### config.mk
export PLATFORM = sky130hd
export DESIGN_NAME = rec_skip_ctl
export DESIGN_NICKNAME = d
export VERILOG_FILES = /design/src/rtl/rec_skip_pkg.sv /design/src/rtl/rec_skip_counter.sv /design/src/rtl/rec_skip_markdet.sv /design/src/rtl/rec_skip_fsm.sv /design/src/rtl/rec_skip_ctl.sv
export SDC_FILE = /design/constraint.sdc
export NUM_CORES = 1
export LEC_CHECK = 0
export ABC_AREA = 1
export BUFFER_PORTS_ARGS = -buffer_cell sky130_fd_sc_hd__clkbuf_2
export CORE_ASPECT_RATIO = 1.2
export CORE_MARGIN = 5
export CORE_UTILIZATION = 51
export DETAILED_ROUTE_END_ITERATION = 6
export PLACE_DENSITY = 0.8
export SETUP_SLACK_MARGIN = 0.15
export SYNTH_ARGS = -nofsm -noshare
export SYNTH_HDL_FRONTEND = slang
export SYNTH_SLANG_ARGS = --single-unit
### constraint.sdc
create_clock -name clk -period 2.1 [get_ports clk]
set_clock_uncertainty 0.2 [all_clocks]
set_input_delay 0.21 -clock clk [delete_from_list [all_inputs] [get_ports clk]]
set_output_delay 0.21 -clock clk [all_outputs]
set_load 0.02 [all_outputs]
### src/rtl/rec_skip_pkg.sv
package rec_skip_pkg;

    typedef enum logic [1:0] {
        RSN_NONE  = 2'b00,
        RSN_COUNT = 2'b01,
        RSN_FILE  = 2'b10,
        RSN_EOT   = 2'b11
    } stop_reason_e;

    typedef enum logic {
        ST_IDLE = 1'b0,
        ST_RUN  = 1'b1
    } run_state_e;

    // Drive events after qualification by the run state
    typedef struct packed {
        logic rec;
        logic mark;
    } tape_ev_t;

    // Reason for a mark-terminated run given the mark history
    function automatic stop_reason_e mark_reason(input logic prev_mark);
        return prev_mark ? RSN_EOT : RSN_FILE;
    endfunction

endpackage

### src/rtl/rec_skip_counter.sv
module rec_skip_counter #(
    parameter int CNT_W = 16
) (
    input  logic             clk,
    input  logic             rst,
    input  logic             load,
    input  logic [CNT_W-1:0] load_val,
    input  logic             inc,
    output logic [CNT_W-1:0] q,
    output logic             at_zero,
    output logic             wrap_next
);
    localparam logic [CNT_W-1:0] ALL_ONES = {CNT_W{1'b1}};
    localparam logic [CNT_W-1:0] ONE      = {{(CNT_W-1){1'b0}}, 1'b1};

    always_ff @(posedge clk) begin
        if (rst) begin
            q <= '0;
        end else if (load) begin
            q <= load_val;
        end else if (inc) begin
            q <= q + ONE;
        end
    end

    always_comb begin
        at_zero   = (q == '0);
        wrap_next = inc && (q == ALL_ONES);
    end

    a_r4_step_by_one: assert property (@(posedge clk) disable iff (rst)
        inc |=> (q == $past(q) + ONE));

    a_r2_load_value: assert property (@(posedge clk) disable iff (rst)
        load |=> (q == $past(load_val)));

    a_r2_load_not_during_count: assert property (@(posedge clk) disable iff (rst)
        !(load && inc));

endmodule

### src/rtl/rec_skip_markdet.sv
module rec_skip_markdet (
    input  logic clk,
    input  logic rst,
    input  logic set_mark,
    input  logic clr_mark,
    output logic seen
);
    always_ff @(posedge clk) begin
        if (rst) begin
            seen <= 1'b0;
        end else if (set_mark) begin
            seen <= 1'b1;
        end else if (clr_mark) begin
            seen <= 1'b0;
        end
    end

    a_r7_record_clears: assert property (@(posedge clk) disable iff (rst)
        (clr_mark && !set_mark) |=> !seen);

    a_r7_mark_sets: assert property (@(posedge clk) disable iff (rst)
        set_mark |=> seen);

endmodule

### src/rtl/rec_skip_fsm.sv
module rec_skip_fsm
    import rec_skip_pkg::*;
(
    input  logic         clk,
    input  logic         rst,
    input  logic         go,
    input  logic         rec_in,
    input  logic         mark_in,
    input  logic         at_zero,
    input  logic         wrap_next,
    input  logic         seen,
    output tape_ev_t     acc,
    output logic         busy,
    output logic         done,
    output stop_reason_e reason
);
    run_state_e   state, state_n;
    logic         done_n;
    stop_reason_e reason_n;

    always_comb begin
        acc.mark = (state == ST_RUN) && mark_in;
        acc.rec  = (state == ST_RUN) && rec_in && !mark_in;
    end

    always_comb begin
        state_n  = state;
        done_n   = 1'b0;
        reason_n = reason;
        unique case (state)
            ST_IDLE: begin
                if (go) begin
                    if (at_zero) begin
                        done_n   = 1'b1;
                        reason_n = RSN_COUNT;
                    end else begin
                        state_n = ST_RUN;
                    end
                end
            end
            ST_RUN: begin
                if (acc.mark) begin
                    state_n  = ST_IDLE;
                    done_n   = 1'b1;
                    reason_n = mark_reason(seen);
                end else if (wrap_next) begin
                    state_n  = ST_IDLE;
                    done_n   = 1'b1;
                    reason_n = RSN_COUNT;
                end
            end
            default: state_n = ST_IDLE;
        endcase
    end

    always_ff @(posedge clk) begin
        if (rst) begin
            state  <= ST_IDLE;
            done   <= 1'b0;
            reason <= RSN_NONE;
        end else begin
            state  <= state_n;
            done   <= done_n;
            reason <= reason_n;
        end
    end

    assign busy = (state == ST_RUN);

    a_r4_fall_with_done: assert property (@(posedge clk) disable iff (rst)
        $fell(busy) |-> done);

    a_r5_zero_start: assert property (@(posedge clk) disable iff (rst)
        (go && !busy && at_zero) |=> (done && !busy && reason == RSN_COUNT));

    a_r6_single_mark: assert property (@(posedge clk) disable iff (rst)
        (acc.mark && !seen) |=> (done && !busy && reason == RSN_FILE));

    a_r7_double_mark: assert property (@(posedge clk) disable iff (rst)
        (acc.mark && seen) |=> (done && !busy && reason == RSN_EOT));

    a_r10_reason_hold: assert property (@(posedge clk) disable iff (rst)
        !done |-> $stable(reason));

endmodule

### src/rtl/rec_skip_ctl.sv
module rec_skip_ctl
    import rec_skip_pkg::*;
#(
    parameter int CNT_W = 16
) (
    input  logic             clk,
    input  logic             rst,
    input  logic             cnt_wr_en,
    input  logic [CNT_W-1:0] cnt_wr_data,
    input  logic             go,
    input  logic             rec_pulse,
    input  logic             mark_pulse,
    output logic             busy,
    output logic             done,
    output logic [1:0]       reason,
    output logic [CNT_W-1:0] count_q
);
    tape_ev_t     acc;
    logic         at_zero;
    logic         wrap_next;
    logic         seen;
    logic         load;
    stop_reason_e reason_e;

    assign load = cnt_wr_en && !busy;

    rec_skip_counter #(.CNT_W(CNT_W)) u_cnt (
        .clk       (clk),
        .rst       (rst),
        .load      (load),
        .load_val  (cnt_wr_data),
        .inc       (acc.rec),
        .q         (count_q),
        .at_zero   (at_zero),
        .wrap_next (wrap_next)
    );

    rec_skip_markdet u_mark (
        .clk      (clk),
        .rst      (rst),
        .set_mark (acc.mark),
        .clr_mark (acc.rec),
        .seen     (seen)
    );

    rec_skip_fsm u_fsm (
        .clk       (clk),
        .rst       (rst),
        .go        (go),
        .rec_in    (rec_pulse),
        .mark_in   (mark_pulse),
        .at_zero   (at_zero),
        .wrap_next (wrap_next),
        .seen      (seen),
        .acc       (acc),
        .busy      (busy),
        .done      (done),
        .reason    (reason_e)
    );

    assign reason = reason_e;

    a_r9_idle_count_frozen: assert property (@(posedge clk) disable iff (rst)
        (!busy && !cnt_wr_en) |=> $stable(count_q));

endmodule

==> results of run 1 <==
## worst paths after layout
kind,slack [ns],cells after the start,to,start
setup / recovery,0.33,8,u_cnt.q[8],u_cnt.q[1]
hold / removal,0.04,3,u_fsm.busy,go
setup reg to reg,0.33,8,u_cnt.q[8],u_cnt.q[1]
hold reg to reg,0.29,2,u_mark.seen,u_mark.seen
## flip-flops by register name (all words and copies together), names as in the netlist
name,cells
u_fsm.done,1
u_mark.seen,1
u_fsm.reason,2
u_fsm.busy,1
u_cnt.q,16
## area by class of cell
class	count	area, um^2	share of cell area (%)
well taps	33	41.3	2.42
multi-input cells	166	815	47.7
clock buffers	3	22.5	1.32
clock inverters	1	5.00	0.293
inverters	29	111	6.52
repair buffers	50	293	17.1
flip-flops and latches	21	420	24.6
## cells in the mapped netlist, drive strengths merged
cell / instances
nand2: 58
nor2: 35
inv: 29
dfxtp: 21
nand3: 20
o21ai: 17
a21oi: 11
a31oi: 6
nand4: 6
buf: 4
nor3: 3
ha: 2
o21bai: 2
xor2: 2
a211oi: 1
clkbuf: 1
nand3b: 1
nor3b: 1
o211ai: 1
## cells by family after synthesis
family / after synthesis
buffers and inverters: 34
adder cells (fa/ha/maj): 2
AND/OR/NAND/NOR: 124
flip-flops: 21
AO/OA/AOI/OAI: 38
XOR/XNOR: 2
## critical path, cell delays in order, from the launching register on
cell     delay [ns]
dfxtp_1        0.44
ha_1           0.20
nand2_1        0.11
nor2_2         0.26
inv_1          0.10
o21ai_0        0.15
nand3_1        0.09
nand2_1        0.06
a21oi_1        0.06
## where the power goes
group	leakage, nW	internal [mW]	switching [mW]
Sequential	0.173	0.434	0.0482
Clock	0.0177	0.0708	0.124
Combinational	0.601	0.113	0.190
## layout by cell type (no fill, tap or decap), types with 2 or more instances in the layout
master / instances
nand4_1: 6
nor2_1: 30
a21oi_1: 11
inv_1: 27
xor2_1: 2
nand2_1: 55
clkbuf_4: 3
a31oi_1: 6
dfxtp_1: 21
o21ai_0: 13
clkbuf_2: 41
dlygate4sd3_1: 8
o21bai_1: 2
nor3_1: 3
nand3_1: 20
nor2_2: 4
nand2_4: 2
ha_1: 2
o21ai_1: 3
## routing by layer
metal / up-vias / wire length (um)
met5: - / 0
li1: 821 / -
met3: 8 / 220
met4: 0 / 86
met1: 690 / 1650
met2: 56 / 1880
## timing repair
action,CTS,global route
hold buffers,8,0
endpoints found under the setup margin,0,0
endpoints found under the hold margin,8,0
==> metrics.yaml, run 1 <==
sta:
  slew_headroom_pct: 77.0
  worst_slew_pin_slew_ns: 0.346
  fin_setup_tns_ns: 0
  fin_crit_sh_pct: 84.3
  final_max_slew_viol_count: 0
  hold_viol: 0
  setup_ws_ns: 0.331
  clock.fmax_ghz: 0.565
  fin_crit_ns: 1.77
  setup_viol: 0
  rsz0062_at_grt: "false"
  whs_ns: 0.0359
detailed_routing:
  viasPerCell: 5.20
  drt_drc_violations_left: 0
  drt_iter0_drc: 62
  avgRoutedWirePerCell_um: 12.7
  wl_um: 3830
  via_count: 1575
  ant_nets: 0
  dr.pass1.iters: 4
yosys:
  synth_fa_ha_area_share_pct: 1.81
  synthCells: 221
  synth_top_family_by_area: "simple AND/OR/NAND/NOR gates"
  seq_area_frac_synth_pct: 30.4
  synth_xor_area_share_pct: 1.27
  synth-simple-area-share_pct: 40.5
  synth.top_cell.area_share_pct: 30.4
  synth_fp_nets: 245
  synth_area_um2: 1380
  synth_cell_type_count: 29
  yosysWarnings: 0
  synth_top_cells_by_area: "dfxtp_1 30%, nand2_1 15%, nor2_1 8.1%, inv_1 7.3%, nand3_1 7.2%"
  synth_compound_area_share_pct: 15.3
  synthMuxAreaShare_pct: 0
  syn_area_per_cell_um2: 6.26
  ys_seq_elements: 21
  synth_top_area_cell: "dfxtp_1"
place:
  routabilityCongestion: 0.896
  dp_cells: 291
  dpl_worst_slack_ns: 0.351
  hpwl_um: 2910
  dpl_cell_area_um2: 1600
  portBuffers: 41
global_route:
  track_usage_pct: 21.2
  use_met2_pct: 37.0
  grt_busiest_layer: "met2"
  antenna_found_initial: 0
  met3_usage_pct: 3.10
  met1_usage_pct: 25.7
  first_global_vias: 1508
  grt_pass1_wl_um: 6510
  grt_overflow: 0
  grt_max_degree: 16
floorplan:
  io_pins: 42
  die_area_um2: 3860
  fp.dieW_um: 57.5
  die_h_um: 67.0
  coreArea_um2: 2580
  num_rows: 20
  initial_core_util_pct: 53.6
final_layout:
  stdcell_count: 303
  n_antenna_cell: 0
  stdcell_area_um2: 1710
  fillCellCount: 259
  drive_above_1_share_pct: 21.1
  syn_to_final_growth_pct: 23.5
  fin_util_pct: 66.3
  finalNetCount: 295
cts:
  cts_num_sinks: 21
  ctsResizeCount: 0
  cts_tree: "done"
  clock_path_buffers: 2
  clockRootBuffer: "clkbuf_4"
  post-cts-setup-buffer-count: 0
  htree_levels: 1
  clkLatencyLatePin_ns: 0.30
  cts_buffers: 3
  clkTransAtPathRegs_ns: 0.12
power_and_ir_drop:
  power.total_mw: 0.981
  p_per_area_nw_per_um2: 575
  p_leak_nw: 0.792
  ir_drop_v: 0.000461
worst_setup_path:
  crit_arrival_ns: 1.76
  path_max_fanout: 6
  cp-end-kind: "register"
  worstPathRequired_ns: 2.09
  critical_path_class: "register to register"
  critPathLaunchType: "register"
flow_run:
  maxCapViolCount: 0
hold_path:
  hold_path.class: "primary input to register"
status:
  outcome: "finished, final reports clean"
Note: power is estimated with default switching activity, not from simulation.
==> run 2, diff against run 1 <==
clock period = 1.7 ns   (was 2.1 ns; I/O delays follow)
==> run 2 against run 1 <==
  * Via count grew 22%
  * Flip-flop and latch count is the same
  * Clock-buffer cell count grew 1
  * The flow now finishes with violations (negative hold slack)
  * Largest power group unchanged
  * Global-route usage grew 1.6 points
  * Hold slack lost 0.042 ns
==> metrics.yaml, run 2 (same netlist as run 1, synthesis figures left out) <==
status:
  outcome: "complete, but fails checks"
  failed_checks: "negative hold slack"
power_and_ir_drop:
  p_sw_mw: 0.554
  ir_drop_v: 0.000502
  power_frac_seq_pct: 42.7
  p_per_area_nw_per_um2: 660
  clock_power_share_pct: 18.3
  p_sw_share_pct: 39.0
  pwr-share-comb_pct: 38.9
  intPower_mw: 0.868
  p_leak_nw: 0.981
sta:
  fin_crit_sh_pct: 95.6
  fin_setup_tns_ns: 0
  fin_crit_ns: 1.63
  clock.fmax_ghz: 0.615
  slew_headroom_pct: 81.0
  rsz0062_at_grt: "true"
  hold_viol: 1
  setup_viol: 0
  worst_slew_pin_slew_ns: 0.284
  final_max_slew_viol_count: 0
  whs_ns: -0.00590
final_layout:
  drive_above_1_share_pct: 41.4
  largest_register_ffs: 16
  layout_common_cells: "49 x nand2_1, 41 x clkbuf_2, 25 x inv_1, 23 x nor2_1, 22 x buf_4"
  stdcell_count: 330
  n_antenna_cell: 0
  seq_area_um2: 454
  largestRegisters: "u_cnt.q: 16 flops, u_fsm.reason: 2 flops"
  largest_register: "u_cnt.q"
  layout_commonest_cell: "nand2_1"
  fillCellCount: 151
  syn_to_final_growth_pct: 55.9
  finalNetCount: 322
  multi_input_comb_area_um2: 992
worst_setup_path:
  cp_top_family: "simple AND/OR/NAND/NOR gates"
  slowest_stage: "dfxtp_2"
  startpoint: "u_cnt.q[7]"
  worst-path-stages: 8
  critical_path_class: "register to register"
  worstPathRequired_ns: 1.76
  reg2reg_from: "u_cnt.q[7]"
  reg2reg_to: "u_fsm.reason[0]"
  path_common_cell: "nand2_1"
  ff2ff_setup_slack_ns: 0.07
  crit_buf_inv: 1
  path_max_fanout: 5
  critPathLaunchType: "register"
  cp-end-kind: "register"
  crit_arrival_ns: 1.69
  rr_worst_depth: 8
  worstPathCellList: "nand2_1 > nor2_1 > nand3_2 > nor2_2 > nor2_4 > nand2_1 > o21ai_1 > inv_1"
  endpoint: "u_fsm.reason[0]"
  cp_slowest_stage_delay_ns: 0.39
cts:
  cts_tree: "done"
  clockRootBuffer: "clkbuf_4"
  cts_buffers: 3
  cts_num_sinks: 21
  clkLatencyLatePin_ns: 0.32
  htree_levels: 1
  clkTransAtPathRegs_ns: 0.14
  clock_path_buffers: 2
floorplan:
  io_pins: 42
  die_h_um: 67.0
  coreArea_um2: 2580
  num_rows: 20
  initial_core_util_pct: 53.6
  die_area_um2: 3860
  fp.dieW_um: 57.5
detailed_routing:
  drt_drc_violations_left: 0
  viasPerCell: 5.81
  drt_iter0_drc: 165
  via_count: 1917
  avgRoutedWirePerCell_um: 16.3
  wl_um: 5380
  ant_nets: 0
  dr.pass1.iters: 5
place:
  portBuffers: 41
  routabilityCongestion: 0.949
  hpwl_um: 2980
  dp_cells: 297
global_route:
  antenna_found_initial: 0
  grt_pass1_wl_um: 6900
  grt_max_degree: 15
  grt_overflow: 0
  track_usage_pct: 22.8
  first_global_vias: 1541
hold_path:
  hold_path.class: "primary input to register"
  min_from: "rst"
flow_run:
  maxCapViolCount: 0
==> run 2: changes by cell type in the layout (fill, tap and decap cells not counted), sizes merged <==
cell,previous run,this run
buf,1,24
dlygate4sd3,8,12
inv,29,28
clkbuf,44,45
clkinvlp,0,1
clkinv,1,0
==> run 2: how the worst min path moves through the flow <==
stage / end / cells after the start
floorplan: u_cnt.q[10] / 1
global placement: u_cnt.q[1] / 3
detailed placement: u_cnt.q[1] / 3
CTS: u_cnt.q[9] / 4
global route: u_cnt.q[9] / 4
finish: u_cnt.q[9] / 4
==> run 2: tightest hold or removal path, stage by stage <==
cell and delay (ns):
clkbuf_2 0.09, inv_1 0.11, nand2_1 0.10, a21oi_1 0.03
==> run 2: metal layers <==
| layer | GRT usage (%) | vias to the layer above | wire [um] |
|---|---|---|---|
| li1 | - | 874 | - |
| met1 | 28.2 | 855 | 1950 |
| met2 | 39.8 | 154 | 2610 |
| met3 | 3.29 | 34 | 565 |
| met4 | 7.83 | 0 | 252 |
| met5 | 0 | - | 0 |
==> run 2: area by class of cell <==
cell class / count / area share (%)
multi-input cells: 166 / 46.0
repair buffers: 77 / 24.2
flip-flops and latches: 21 / 21.1
inverters: 29 / 5.57
well taps: 33 / 1.92
clock buffers: 4 / 1.22
==> run 2: repair_timing <==
| item | CTS | global route |
|---|---|---|
| endpoints found under the hold margin | 13 | 0 |
| cloned | 0 | 0 |
| pin swaps | 1 | 14 |
| resized for setup | 4 | 64 |
| setup endpoints to repair | 8 | 17 |
| buffers inserted | 3 | 14 |
| hold buffers | 12 | 0 |
==> run 2: metrics by stage <==
stage               utilization, %  cell area, um^2  power [mW]  worst slack [ns]  hold slack, ns
floorplan                        -             1390       0.853             0.158          0.0394
global placement              64.7             1670       0.995             0.147           0.214
detailed placement            64.7             1670       0.997            0.0840           0.226
CTS                           71.4             1840        1.28             0.140         0.00871
global route                  83.6             2160        1.50            0.0246          0.0186
finish                        83.6             2160        1.42            0.0740        -0.00590
==> run 2: power groups by stage <==
stage / clock network, mW / logic [mW] / registers (mW)
3_5_place_dp: 0 / 0.390 / 0.607
3_3_place_gp: 0 / 0.390 / 0.604
4_1_cts: 0.253 / 0.432 / 0.593
2_1_floorplan: 0 / 0.206 / 0.647
5_1_grt: 0.286 / 0.596 / 0.614
6_report: 0.261 / 0.554 / 0.608
